===== src/rtl/lift3_pkg.sv =====
package lift3_pkg;

  typedef enum logic [1:0] {
    DIR_WAIT = 2'd0,
    DIR_UP   = 2'd1,
    DIR_DOWN = 2'd2
  } dir_e;

  typedef enum logic [1:0] {
    PH_DECIDE = 2'd0,
    PH_MOVE   = 2'd1,
    PH_DOOR   = 2'd2
  } phase_e;

  // control -> datapath strobes
  typedef struct packed {
    logic loadTravel;
    logic loadDwell;
    logic countEn;
    logic stepUp;
    logic stepDown;
    logic clearHere;
  } strobe_t;

  // datapath -> control flags
  typedef struct packed {
    logic hereCall;
    logic aboveCall;
    logic belowCall;
    logic expire;
  } status_t;

endpackage


===== src/rtl/lift3_datapath.sv =====
module lift3_datapath
  import lift3_pkg::*;
#(
  parameter int FLOORS       = 3,
  parameter int TRAVEL_TICKS = 1,
  parameter int DWELL_LOAD   = 6,
  localparam int FW    = (FLOORS > 1) ? $clog2(FLOORS) : 1,
  localparam int TMAX  = (TRAVEL_TICKS > DWELL_LOAD) ? TRAVEL_TICKS : DWELL_LOAD,
  localparam int TW    = $clog2(TMAX + 1)
) (
  input  logic              clk,
  input  logic              rstN,
  input  logic              runSw,
  input  logic              tick,
  input  logic [FLOORS-1:0] upReq,
  input  logic [FLOORS-1:0] dnReq,
  input  strobe_t           strobe,
  output status_t           status,
  output logic [FW-1:0]     floorQ
);

  logic [FLOORS-1:0] upRegQ, dnRegQ, pending;
  logic [FLOORS-1:0] hereBits, aboveBits, belowBits;
  logic [TW-1:0]     timerQ;

  // per-floor request storage and position flags
  for (genvar g = 0; g < FLOORS; g++) begin : gFloor
    logic atFloor, clearHit, upOk, dnOk;
    assign atFloor  = (floorQ == FW'(g));
    assign clearHit = strobe.clearHere && atFloor;
    assign upOk     = (g != FLOORS - 1);
    assign dnOk     = (g != 0);

    always_ff @(posedge clk or negedge rstN) begin
      if (!rstN) begin
        upRegQ[g] <= 1'b0;
        dnRegQ[g] <= 1'b0;
      end else if (!runSw || clearHit) begin
        upRegQ[g] <= 1'b0;
        dnRegQ[g] <= 1'b0;
      end else begin
        upRegQ[g] <= upRegQ[g] | (upReq[g] & upOk);
        dnRegQ[g] <= dnRegQ[g] | (dnReq[g] & dnOk);
      end
    end

    assign pending[g]   = upRegQ[g] | dnRegQ[g];
    assign hereBits[g]  = pending[g] && atFloor;
    assign aboveBits[g] = pending[g] && (FW'(g) > floorQ);
    assign belowBits[g] = pending[g] && (FW'(g) < floorQ);
  end

  // car position
  always_ff @(posedge clk or negedge rstN) begin
    if (!rstN)               floorQ <= '0;
    else if (!runSw)         floorQ <= '0;
    else if (strobe.stepUp)  floorQ <= floorQ + FW'(1);
    else if (strobe.stepDown) floorQ <= floorQ - FW'(1);
  end

  // shared travel / dwell timer
  always_ff @(posedge clk or negedge rstN) begin
    if (!rstN)                  timerQ <= '0;
    else if (!runSw)            timerQ <= '0;
    else if (strobe.loadTravel) timerQ <= TW'(TRAVEL_TICKS);
    else if (strobe.loadDwell)  timerQ <= TW'(DWELL_LOAD);
    else if (strobe.countEn && tick && timerQ != '0) timerQ <= timerQ - TW'(1);
  end

  assign status.hereCall  = |hereBits;
  assign status.aboveCall = |aboveBits;
  assign status.belowCall = |belowBits;
  assign status.expire    = tick && (timerQ <= TW'(1));


  floor_range_chk: assert property (@(posedge clk) disable iff (!rstN)
    int'(floorQ) < FLOORS);


  floor_step_chk: assert property (@(posedge clk) disable iff (!rstN)
    ($past(runSw) && floorQ != $past(floorQ)) |->
      (floorQ == $past(floorQ) + FW'(1) || floorQ + FW'(1) == $past(floorQ)));


  top_no_climb_chk: assert property (@(posedge clk) disable iff (!rstN)
    strobe.stepUp |-> int'(floorQ) != FLOORS - 1);


  ground_no_sink_chk: assert property (@(posedge clk) disable iff (!rstN)
    strobe.stepDown |-> floorQ != '0);

endmodule


===== src/rtl/lift3_control.sv =====
module lift3_control
  import lift3_pkg::*;
(
  input  logic    clk,
  input  logic    rstN,
  input  logic    runSw,
  input  logic    closeBtn,
  input  logic    delayBtn,
  input  status_t status,
  output strobe_t strobe,
  output dir_e    dirQ,
  output logic    doorOpen
);

  phase_e phaseQ, phaseD;
  dir_e   dirD;
  logic   goUp, goDown;

  // direction-first choice: hold heading while calls lie ahead
  assign goUp   = status.aboveCall && (dirQ != DIR_DOWN || !status.belowCall);
  assign goDown = status.belowCall && !goUp;

  always_comb begin
    phaseD = phaseQ;
    dirD   = dirQ;
    strobe = '0;
    if (!runSw) begin
      phaseD = PH_DECIDE;
      dirD   = DIR_WAIT;
    end else begin
      unique case (phaseQ)
        PH_DECIDE: begin
          if (status.hereCall) begin
            phaseD           = PH_DOOR;
            strobe.loadDwell = 1'b1;
          end else if (goUp) begin
            phaseD            = PH_MOVE;
            dirD              = DIR_UP;
            strobe.loadTravel = 1'b1;
          end else if (goDown) begin
            phaseD            = PH_MOVE;
            dirD              = DIR_DOWN;
            strobe.loadTravel = 1'b1;
          end else begin
            dirD = DIR_WAIT;
          end
        end
        PH_MOVE: begin
          if (status.expire) begin
            phaseD          = PH_DECIDE;
            strobe.stepUp   = (dirQ == DIR_UP);
            strobe.stepDown = (dirQ == DIR_DOWN);
          end else begin
            strobe.countEn = 1'b1;
          end
        end
        PH_DOOR: begin
          strobe.clearHere = 1'b1;
          if (closeBtn) begin
            phaseD = PH_DECIDE;
          end else if (delayBtn) begin
            strobe.loadDwell = 1'b1;
          end else if (status.expire) begin
            phaseD = PH_DECIDE;
          end else begin
            strobe.countEn = 1'b1;
          end
        end
        default: phaseD = PH_DECIDE;
      endcase
    end
  end

  always_ff @(posedge clk or negedge rstN) begin
    if (!rstN) begin
      phaseQ <= PH_DECIDE;
      dirQ   <= DIR_WAIT;
    end else begin
      phaseQ <= phaseD;
      dirQ   <= dirD;
    end
  end

  assign doorOpen = (phaseQ == PH_DOOR);


  park_chk: assert property (@(posedge clk) disable iff (!rstN)
    !runSw |=> (dirQ == DIR_WAIT && phaseQ == PH_DECIDE));


  idle_hold_chk: assert property (@(posedge clk) disable iff (!rstN)
    (runSw && phaseQ == PH_DECIDE && dirQ == DIR_WAIT && !status.hereCall &&
     !status.aboveCall && !status.belowCall) |=>
      (phaseQ == PH_DECIDE && dirQ == DIR_WAIT));


  keep_climb_chk: assert property (@(posedge clk) disable iff (!rstN)
    (runSw && phaseQ == PH_DECIDE && dirQ == DIR_UP && !status.hereCall &&
     status.aboveCall) |=> (phaseQ == PH_MOVE && dirQ == DIR_UP));


  close_cut_chk: assert property (@(posedge clk) disable iff (!rstN)
    (runSw && phaseQ == PH_DOOR && closeBtn) |=> phaseQ != PH_DOOR);

endmodule


===== src/rtl/lift3_ctrl.sv =====
module lift3_ctrl
  import lift3_pkg::*;
#(
  parameter int FLOORS       = 3,
  parameter int TRAVEL_TICKS = 1,
  parameter int DWELL_LOAD   = 6,
  localparam int FW = (FLOORS > 1) ? $clog2(FLOORS) : 1
) (
  input  logic              clk,
  input  logic              rstN,
  input  logic              tick,
  input  logic              runSw,
  input  logic              closeBtn,
  input  logic              delayBtn,
  input  logic [FLOORS-1:0] upReq,
  input  logic [FLOORS-1:0] dnReq,
  output logic [3:0]        floorInd,
  output logic [1:0]        dirLamp,
  output logic              doorOpen
);

  strobe_t       strobe;
  status_t       status;
  dir_e          dirQ;
  logic [FW-1:0] floorQ;

  lift3_datapath #(
    .FLOORS(FLOORS), .TRAVEL_TICKS(TRAVEL_TICKS), .DWELL_LOAD(DWELL_LOAD)
  ) datapath_i (
    .clk(clk), .rstN(rstN), .runSw(runSw), .tick(tick),
    .upReq(upReq), .dnReq(dnReq), .strobe(strobe),
    .status(status), .floorQ(floorQ)
  );

  lift3_control control_i (
    .clk(clk), .rstN(rstN), .runSw(runSw), .closeBtn(closeBtn),
    .delayBtn(delayBtn), .status(status), .strobe(strobe),
    .dirQ(dirQ), .doorOpen(doorOpen)
  );

  assign floorInd = 4'(floorQ) + 4'd1;

  always_comb begin
    unique case (dirQ)
      DIR_UP:   dirLamp = 2'b01;
      DIR_DOWN: dirLamp = 2'b10;
      default:  dirLamp = 2'b00;
    endcase
  end


  floor_ind_chk: assert property (@(posedge clk) disable iff (!rstN)
    floorInd >= 4'd1 && int'(floorInd) <= FLOORS);


  door_hold_chk: assert property (@(posedge clk) disable iff (!rstN)
    (doorOpen && runSw) |=> floorInd == $past(floorInd));

endmodule


===== config.mk =====
export PLATFORM = sky130hd
export DESIGN_NAME = lift3_ctrl
export DESIGN_NICKNAME = d
export VERILOG_FILES = /design/src/rtl/lift3_pkg.sv /design/src/rtl/lift3_datapath.sv /design/src/rtl/lift3_control.sv /design/src/rtl/lift3_ctrl.sv
export SDC_FILE = /design/constraint.sdc
export NUM_CORES = 1
export LEC_CHECK = 0
export ABC_CLOCK_PERIOD_IN_PS = 2100
export BUFFER_PORTS_ARGS = -buffer_cell sky130_fd_sc_hd__buf_2
export CAP_MARGIN = 20
export CORE_ASPECT_RATIO = 1.5
export CORE_MARGIN = 3
export CORE_UTILIZATION = 35
export CTS_CLUSTER_DIAMETER = 150
export CTS_CLUSTER_SIZE = 30
export DETAILED_ROUTE_END_ITERATION = 8
export PLACE_DENSITY = 0.58
export SLEW_MARGIN = 0
export SYNTH_ARGS = -nofsm -noshare
export SYNTH_HDL_FRONTEND = slang
export SYNTH_SLANG_ARGS = --single-unit

===== constraint.sdc =====
create_clock -name clk -period 2.1 [get_ports clk]
set_input_delay 0.105 -clock clk [delete_from_list [all_inputs] [get_ports clk]]
set_output_delay 0.105 -clock clk [all_outputs]
set_load 0.01 [all_outputs]

==> report_table.html <==
<table>
<tr><th>Metric</th><th>Value</th></tr>
<tr><th colspan="2">Placement</th></tr>
<tr><td>Placed Cells incl. Taps</td><td>153</td></tr>
<tr><td>Placer Congestion</td><td>0.841</td></tr>
<tr><td>Port buffer count</td><td>15</td></tr>
<tr><td>DP Wirelength</td><td>1.68 mm</td></tr>
<tr><th colspan="2">Pwr</th></tr>
<tr><td>Power per unit of standard cell area</td><td>768 nW/um^2</td></tr>
<tr><td>VDD IR max</td><td>0.311 mV</td></tr>
<tr><td>Static Leakage</td><td>0.546 nW</td></tr>
<tr><th colspan="2">Clock network</th></tr>
<tr><td>Number of buffers on the longest clock path</td><td>2</td></tr>
<tr><td>H-Tree Depth</td><td>1</td></tr>
<tr><td>Clock Tree Root</td><td>sky130_fd_sc_hd__clkbuf_8</td></tr>
<tr><td>TritonCTS clock tree</td><td>yes</td></tr>
<tr><td>Reg clk slew, reported paths</td><td>roughly 0.060 ns</td></tr>
<tr><td>Sink count of the clock tree</td><td>13</td></tr>
<tr><td>Post-CTS Setup Repair Bufs</td><td>0</td></tr>
<tr><td>Worst-Skew Late Latency</td><td>0.24 ns</td></tr>
<tr><td>Number of buffers created by CTS</td><td>3</td></tr>
<tr><th colspan="2">Run</th></tr>
<tr><td>Max capacitance violation total</td><td>0</td></tr>
<tr><th colspan="2">Worst setup path</th></tr>
<tr><td>Worst-path cell with the longest stage delay</td><td>sky130_fd_sc_hd__dfrtp_1</td></tr>
<tr><td>Dominant delay contributor by cell family on the critical path</td><td>compound AO/OA/AOI/OAI gates</td></tr>
<tr><td>Crit path launch type</td><td>flip-flop</td></tr>
<tr><td>Endpoint class of the critical path</td><td>flip-flop</td></tr>
<tr><td>Most used cell along the critical path</td><td>sky130_fd_sc_hd__ha_1</td></tr>
<tr><td>Worst R2R End</td><td>datapath_i.timerQ[2]$_DFFE_PN0P_</td></tr>
<tr><td>Kind of critical path</td><td>flip-flop to flip-flop</td></tr>
<tr><td>Worst Path Arrival</td><td>around 2.1 ns</td></tr>
<tr><td>Max FO, Critical Path</td><td>4</td></tr>
<tr><td>Sequence of cells on the critical path</td><td>inv_1, ha_1, ha_1, nand3b_1, a211oi_2, mux2_2, a21oi_1</td></tr>
<tr><td>Combined buffer and inverter count along the critical path</td><td>1</td></tr>
<tr><td>Largest stage delay, worst path</td><td>0.41 ns</td></tr>
<tr><td>Crit Reg-Reg Startpoint</td><td>datapath_i.timerQ[0]$_DFFE_PN0P_</td></tr>
<tr><td>Required time of the critical path</td><td>between 2 and 2.5 ns</td></tr>
<tr><td>Startpoint of the worst setup timing path</td><td>datapath_i.timerQ[0]$_DFFE_PN0P_</td></tr>
<tr><td>R2R setup slack</td><td>between 0.15 and 0.2 ns</td></tr>
<tr><td>Worst reg-to-reg path cell count</td><td>7</td></tr>
<tr><th colspan="2">Synth</th></tr>
<tr><td>Fraction of synthesis flops using an asynchronous set or reset pin</td><td>100%</td></tr>
<tr><td>Synth Register Bits</td><td>13</td></tr>
<tr><td>Post-synthesis area per instance</td><td>9.62 um^2</td></tr>
<tr><td>Primary FF master, synth</td><td>sky130_fd_sc_hd__dfrtp_1</td></tr>
<tr><td>Net Count, Synth</td><td>between 100 and 150</td></tr>
<tr><td>Sequential cell area fraction in the yosys report</td><td>32.8%</td></tr>
<tr><td>Mapped cell area</td><td>991 um^2</td></tr>
<tr><td>Number of synthesis warnings</td><td>0</td></tr>
<tr><td>Instance count of the mapped netlist</td><td>103</td></tr>
<tr><td>Synth unique cells</td><td>39</td></tr>
<tr><td>Number of synthesized flops with an enable pin</td><td>0</td></tr>
<tr><th colspan="2">Floorplan</th></tr>
<tr><td>Floorplan die width</td><td>49.4 um</td></tr>
<tr><td>Starting density of the core</td><td>between 30% and 40%</td></tr>
<tr><td>Top-Level Pins</td><td>19</td></tr>
<tr><td>DIE HEIGHT</td><td>71.2 um</td></tr>
<tr><td>Full die area</td><td>3520 um^2</td></tr>
<tr><td>Core area</td><td>2680 um^2</td></tr>
<tr><td># rows</td><td>23</td></tr>
<tr><th colspan="2">Finish</th></tr>
<tr><td>Layout net count</td><td>about 150</td></tr>
<tr><td>Area Overhead vs Synth</td><td>17.0%</td></tr>
<tr><td>Final cell count without fillers</td><td>approximately 160</td></tr>
<tr><td>Share of layout cells above drive strength 1</td><td>27.3%</td></tr>
<tr><td>Most common cell after layout, fill and taps aside</td><td>sky130_fd_sc_hd__buf_2</td></tr>
<tr><td>Ant. Diodes</td><td>0</td></tr>
<tr><td>Top library cells by usage in the layout, fill and taps aside</td><td>sky130_fd_sc_hd__buf_2 (15), sky130_fd_sc_hd__ha_1 (13), sky130_fd_sc_hd__dfrtp_1 (13)</td></tr>
<tr><th colspan="2">Detailed routing</th></tr>
<tr><td>Number of iterations in the first detailed-routing pass</td><td>4</td></tr>
<tr><td>Vias per inst</td><td>approximately 5.1</td></tr>
<tr><td>Remaining antenna violation count after routing</td><td>0</td></tr>
<tr><td>Number of remaining DRC errors</td><td>0</td></tr>
<tr><td>Final routed wire length divided by cell count</td><td>about 14 um</td></tr>
<tr><td>Detailed Route WL</td><td>2.14 mm</td></tr>
<tr><td>Starting DRT DRC Count</td><td>6</td></tr>
<tr><td>Detailed-route via count</td><td>between 800 and 900</td></tr>
<tr><th colspan="2">Worst hold path</th></tr>
<tr><td>Worst hold path cell count</td><td>2</td></tr>
<tr><td>Min-delay worst type</td><td>input port to flip-flop</td></tr>
<tr><td>Beginning of the worst hold path</td><td>upReq[1]</td></tr>
<tr><td>Endpoint of the worst hold-timing path</td><td>datapath_i.upRegQ[1]$_DFF_PN0_</td></tr>
<tr><th colspan="2">GRT</th></tr>
<tr><td>Global route overflow</td><td>0</td></tr>
<tr><td>Initial antenna violation count</td><td>0</td></tr>
<tr><td>Vias in the first global route</td><td>817</td></tr>
<tr><td>Total routing usage reported by global routing</td><td>between 10% and 20%</td></tr>
<tr><td>Largest net degree at the start of global routing</td><td>14</td></tr>
<tr><td>Wire length of the first global-routing pass</td><td>approximately 3.7 mm</td></tr>
<tr><th colspan="2">Timing</th></tr>
<tr><td>Slew Limit Fails</td><td>0</td></tr>
<tr><td>Final period demand of the worst path</td><td>1.93 ns</td></tr>
<tr><td>Crit share post-route</td><td>91.8%</td></tr>
<tr><td>Post-route setup TNS</td><td>0 ns</td></tr>
<tr><td>Clock Skew</td><td>0.00105 ns</td></tr>
<tr><td>Finish-stage setup viols</td><td>0</td></tr>
<tr><td>Number of failing hold endpoints at the final stage</td><td>0</td></tr>
<tr><td>Unrepaired setup endpoints after global routing</td><td>no</td></tr>
<tr><td>Peak clock frequency supported by timing</td><td>0.518 GHz</td></tr>
<tr><th colspan="2">Status</th></tr>
<tr><td>Outcome</td><td>finished, final reports clean</td></tr>
</table>
metrics by stage:
step / total power [mW] / area [um^2] / worst slack (ns) / util (%) / hold WS (ns)
after floorplan: 0.575 / 991 / 0.292 / - / -0.191
after global placement: 0.652 / 1100 / 0.182 / 41.1 / 0.0195
after detailed placement: 0.662 / 1100 / 0.138 / 41.1 / 0.0197
after CTS: 0.894 / 1160 / 0.127 / 43.2 / 0.0766
after global routing: 0.963 / 1160 / 0.0374 / 43.3 / 0.0856
final: 0.890 / 1160 / 0.171 / 43.3 / 0.0734
how the worst max path moves through the flow:
| stage | slack, ns | endpoint | cells past startpoint |
|---|---|---|---|
| final | 0.17 | datapath_i.timerQ[2]$_DFFE_PN0P_ | 7 |
| after global routing | 0.04 | datapath_i.timerQ[2]$_DFFE_PN0P_ | 7 |
| after CTS | 0.13 | datapath_i.timerQ[0]$_DFFE_PN0P_ | 7 |
| after detailed placement | 0.14 | datapath_i.timerQ[0]$_DFFE_PN0P_ | 7 |
| after global placement | 0.18 | datapath_i.timerQ[2]$_DFFE_PN0P_ | 7 |
| after floorplan | 0.29 | datapath_i.timerQ[1]$_DFFE_PN0P_ | 7 |
synthesized netlist by cell type (2+ instances only):
master | number | area (um^2)
sky130_fd_sc_hd__a21oi_1 | 11 | 55.1
sky130_fd_sc_hd__and2b_1 | 2 | 15.0
sky130_fd_sc_hd__dfrtp_1 | 13 | 325
sky130_fd_sc_hd__ha_1 | 13 | 163
sky130_fd_sc_hd__inv_1 | 8 | 30.0
sky130_fd_sc_hd__mux2_2 | 2 | 22.5
sky130_fd_sc_hd__nand2_1 | 5 | 18.8
sky130_fd_sc_hd__nand2b_1 | 3 | 18.8
sky130_fd_sc_hd__nand3_1 | 2 | 10.0
sky130_fd_sc_hd__nand4_1 | 2 | 12.5
sky130_fd_sc_hd__nor2_1 | 4 | 15.0
sky130_fd_sc_hd__nor2b_1 | 3 | 18.8
sky130_fd_sc_hd__nor3_1 | 2 | 10.0
sky130_fd_sc_hd__nor3b_1 | 2 | 15.0
sky130_fd_sc_hd__o21a_1 | 2 | 15.0
sky130_fd_sc_hd__o21ai_0 | 5 | 25.0
sky130_fd_sc_hd__o21bai_1 | 2 | 15.0
report_power, final:
part | switching [mW] | internal (mW) | leakage, nW | total (mW)
Combinational | 0.182 | 0.148 | 0.352 | 0.330
Sequential | 0.0410 | 0.288 | 0.171 | 0.329
Clock | 0.0970 | 0.134 | 0.0228 | 0.231
Total | 0.320 | 0.570 | 0.546 | 0.890
routing by layer:
metal	share of wire, %	GRT usage (%)	vias up
li1	-	-	398
met1	43	14.4	393
met2	52	25.1	17
met3	3.5	2.53	4
met4	2.0	6.46	0
met5	0	0	-
worst reg2reg max path, stage by stage, from the launching register on:
cell	delay (ns)
sky130_fd_sc_hd__dfrtp_1	0.41
sky130_fd_sc_hd__inv_1	0.08
sky130_fd_sc_hd__ha_1	0.20
sky130_fd_sc_hd__ha_1	0.18
sky130_fd_sc_hd__nand3b_1	0.16
sky130_fd_sc_hd__a211oi_2	0.33
sky130_fd_sc_hd__mux2_2	0.37
sky130_fd_sc_hd__a21oi_1	0.14
state kept, by name, summed over array words and instances, names as in the netlist:
signal,count
datapath_i.dnRegQ,2
control_i.phaseQ,2
control_i.dirQ,2
datapath_i.timerQ,3
datapath_i.floorQ,2
datapath_i.upRegQ,2
layout make-up:
cell class	count	area (um^2)
flip-flops and latches	13	325
clock buffers	4	45.0
multi-input cells	79	624
inverters	9	33.8
well taps	37	46.3
repair buffers	16	85.1
fillers	261	1520
cell families (layout without fill, tap and decap cells):
group / count (synthesis) / in the layout / synth area share, %
AND/OR/NAND/NOR: 29 / 29 / 16.8
adder cells (fa/ha/maj): 13 / 13 / 16.4
multiplexers: 2 / 2 / 2.27
other: 1 / 1 / 0.378
AO/OA/AOI/OAI: 33 / 33 / 25.9
XOR/XNOR: 1 / 1 / 0.884
flip-flops: 13 / 13 / 32.8
buffers and inverters: 11 / 29 / 4.55
what timing repair did:
action	4_1_cts	5_1_grt
hold endpoints to repair	13	0
hold buffers	1	0
resized for setup	0	1
endpoints found under the setup margin	0	1
(Power assumes the default switching activity.)
